`config.mk`:
```
export PLATFORM = sky130hd
export DESIGN_NAME = cfc_crc_accum
export DESIGN_NICKNAME = d
export VERILOG_FILES = /design/src/rtl/cfc_pkg.sv /design/src/rtl/cfc_crc_step.sv /design/src/rtl/cfc_crc_accum.sv
export SDC_FILE = /design/constraint.sdc
export NUM_CORES = 1
export LEC_CHECK = 0
export BUFFER_PORTS_ARGS = -buffer_cell sky130_fd_sc_hd__clkbuf_2
export CAP_MARGIN = 0
export CORE_ASPECT_RATIO = 0.5
export CORE_MARGIN = 2
export CORE_UTILIZATION = 50
export CTS_CLUSTER_DIAMETER = 100
export CTS_CLUSTER_SIZE = 14
export DETAILED_ROUTE_END_ITERATION = 7
export GPL_ROUTABILITY_DRIVEN = 0
export PLACE_DENSITY = 0.69
export SLEW_MARGIN = 20
export SYNTH_ARGS = -nofsm -noshare
export SYNTH_HDL_FRONTEND = slang
export SYNTH_HIERARCHICAL = 1
export SYNTH_SLANG_ARGS = --single-unit
export TNS_END_PERCENT = 20
```
`constraint.sdc`:
```
create_clock -name clk -period 5.2 [get_ports clk]
set_input_delay 0.26 -clock clk [delete_from_list [all_inputs] [get_ports clk]]
set_output_delay 0.26 -clock clk [all_outputs]
set_load 0.01 [all_outputs]
```
`src/rtl/cfc_pkg.sv`:
```
package cfc_pkg;
  localparam int unsigned CRC_W = 32;
  localparam logic [CRC_W-1:0] CRC_POLY = 32'hEDB88320;
  localparam logic [CRC_W-1:0] CRC_INIT = 32'hFFFFFFFF;

  typedef enum logic [1:0] {
    LD_RUN  = 2'd0,
    LD_FAIL = 2'd1,
    LD_OK   = 2'd2
  } ld_state_e;
endpackage

```
`src/rtl/cfc_crc_step.sv`:
```
// One word of reflected CRC folded in a single cycle: an unrolled chain of
// shift/conditional-xor stages, one per data bit.
module cfc_crc_step #(
  parameter int unsigned W = 32,
  parameter logic [W-1:0] POLY = 32'hEDB88320
) (
  input  logic [W-1:0] crc_in,
  input  logic [W-1:0] data_in,
  output logic [W-1:0] crc_out
);
  logic [W-1:0] stg [0:W];

  assign stg[0] = crc_in ^ data_in;

  for (genvar b = 0; b < W; b++) begin : g_bit
    assign stg[b+1] = stg[b][0] ? ((stg[b] >> 1) ^ POLY) : (stg[b] >> 1);
  end

  assign crc_out = stg[W];
endmodule

```
`src/rtl/cfc_crc_accum.sv`:
```
// CRC accumulator register; restart selects the initial value as the base
// for the word being folded in.
module cfc_crc_accum
  import cfc_pkg::*;
#(
  parameter int unsigned W = CRC_W
) (
  input  logic         clk,
  input  logic         rst_n,
  input  logic         en,
  input  logic         restart,
  input  logic [W-1:0] data,
  output logic [W-1:0] acc
);
  logic [W-1:0] base;
  logic [W-1:0] nxt;

  assign base = restart ? W'(CRC_INIT) : acc;

  cfc_crc_step #(.W(W), .POLY(W'(CRC_POLY))) u_step (
    .crc_in (base),
    .data_in(data),
    .crc_out(nxt)
  );

  always_ff @(posedge clk) begin
    if (!rst_n)  acc <= W'(CRC_INIT);
    else if (en) acc <= nxt;
  end
endmodule

```
==> impl_metrics.ini <==
[synthesis]
avgSynthCellArea_um2 = 12.2
synth-xor-area-share_pct = 72.0
synth_seq_area_share_pct = 13.2
ys_ff_latch = 32
synthAdderAreaFrac_pct = 0
synthCells = 397
synth_warnings = 6
synth_top_family_by_area = XOR/XNOR gates
synth_area_um2 = 4850
synthMuxAreaShare_pct = 6.60
synth_nets = 433
synth_compound_area_share_pct = 0
yosysUniqueCellTypes = 18
synth-simple-area-share_pct = 6.60

[critical_path]
cpMostUsedCell = xnor3_1
regToRegEndpoint = acc[22]$_SDFFE_PN1P_
slowest_stage = xnor3_1
cp.required_ps = 5340
endpoint_kind = flip-flop
cp.depth = 11
crit_arrival_ps = 4540
start_kind = primary input
critical_path.top_delay_family = XOR/XNOR gates
crit_type = in2reg
r2r_slack_ps = 920
max_stage_delay_ps = 650
path_cells = clkbuf_2, or2_2, xor2_1, xnor3_1, xnor3_2, xnor3_1, xor2_2, xnor2_4, xnor3_1, mux2i_1, nand2_1
r2r_cells = 10
r2r_start = acc[0]$_SDFFE_PN1P_
crit_fanout = 32
crit_buf_inv = 1

[routing]
route.met2.wl_mm = 4.81
drt_wl_total_mm = 12.6
drt-wirelength-per-cell_um = 20.9
drt_iter0_markers = 296
topRoutingLayerUsed = met4
dr_wl_met3_mm = 1.30
vias_per_cell = 5.08
drc_errors = 0
dr.pass1.iters = 5
ant_nets = 0
vias = 3070
m1WireLength_mm = 6.42

[place]
dp.final_hpwl_mm = 10.2
port_buffers = 67
dp_cells = 596
dpl_cell_area_um2 = 5330
dpl_worst_slack_ps = 520

[timing]
min_period_ps = 4400
final.setup.worst_slack_ps = 799
drv_slew = 0
maxSlewHeadroom_pct = 32.9
clock_skew_ps = 17.4
finalSetupViolCount = 0
rsz0062_at_grt = no
hold_viol_final = 0
worst_slew_pin_slew_ps = 1010
fin_crit_sh_pct = 84.6
setup_tns_ps = 0
fmax_mhz = 227

[hold_path]
hold-path-cell-count = 2
hold_path.class = reg2reg
min_from = acc[15]$_SDFFE_PN1P_
min_to = acc[15]$_SDFFE_PN1P_

[final_layout]
largestRegisters = acc (32)
syn2layout_area_growth_pct = 13.2
stdcell_count = 604
nets = 504
largest-register = acc
largest_reg_flops = 32
post-route-cell-area_um2 = 5490
drive_above_1_share_pct = 32.0
final_cell_mix = xnor2_1, clkbuf_2, xnor3_1, xor2_1
antenna_cells = 0
layout_commonest_cell = xnor2_1

[clock_tree]
cts_inserted_buffers = 5
htree_levels = 2
ctsHoldBuffers = 0
root_buffer = clkbuf_16
cts_sinks = 32
cts_resized = 0
clockBufferDepth = 2
clock_latency_ps = 300
post-cts-setup-buffers = 0
cts_tree = yes
clkSlewWorstSetupHoldPaths_ps = 50

[floorplan]
die-height_um = 73.6
boundaryPins = 68
die_w_um = 143
fp.dieArea_um2 = 10600
start_util_pct = 51.3
core-area_um2 = 9450
rows = 25

[global_routing]
overflow = 0
grt_pass1_vias = 2907
grt_max_degree = 33
antenna_found_initial = 0
grt_first_pass_wirelength_mm = 18.9
gr-usage-all-layers_pct = 25.8

[run]
drv_cap = 0

[run_status]
status = complete, no violations
[logic make-up after synthesis]
group                     Yosys count
DFF                                32
xor gates and xnor gates          259
buffers and inverters              10
muxes                              32
and+or+nand+nor                    64
[area by class of cell]
cell class	instances	area, um2
Tap cell	135	169
Timing Repair Buffer	74	388
Multi-Input combinational cell	355	4130
Clock buffer	6	129
Fill cell	833	3960
Clock inverter	2	35.0
Sequential cell	32	641
[metal layers]
| layer | global-route usage, % | vias up |
|---|---|---|
| met5 | 0 | - |
| met3 | 5.67 | 11 |
| met1 | 41.8 | 1487 |
| met2 | 34.7 | 136 |
| li1 | - | 1436 |
| met4 | 4.58 | 0 |
[synth_stat cells]
master	count	area (um2)
xnor2_1	129	1130
xnor3_1	45	1010
xor2_1	41	359
dfxtp_1	32	641
mux2i_1	32	320
nand2_1	32	120
or2_2	32	200
xnor2_2	12	195
xnor3_2	11	262
xnor2_4	7	193
xor3_1	7	166
clkbuf_1	6	22.5
buf_8	3	45.0
xor3_2	3	75.1
xnor3_4	2	52.6
buf_6	1	11.3
xor2_2	1	16.3
xor2_4	1	27.5
[worst reg2reg max path: cells and delay by family (launching register included)]
family / cells / cell delay, ps
DFF: 1 / 330
and+or+nand+nor: 2 / 390
muxes: 1 / 140
xor gates and xnor gates: 7 / 3290
[how the worst max path moves through the flow]
stage	start	to	slack, ps
floorplan	restart	acc[5]$_SDFFE_PN1P_	1410
global placement	restart	acc[22]$_SDFFE_PN1P_	570
detailed placement	restart	acc[22]$_SDFFE_PN1P_	520
CTS	restart	acc[22]$_SDFFE_PN1P_	800
global route	restart	acc[22]$_SDFFE_PN1P_	590
finish	restart	acc[22]$_SDFFE_PN1P_	800
[stage by stage]
step,hold WS (ps),utilization (%)
after global routing,529,58.1
after floorplan,322,-
after detailed placement,484,56.4
after global placement,478,56.4
after CTS,499,58.1
final,498,58.1
Power is not shown: default switching activity piles up to over one toggle a cycle in this logic, so the estimate is an artifact.
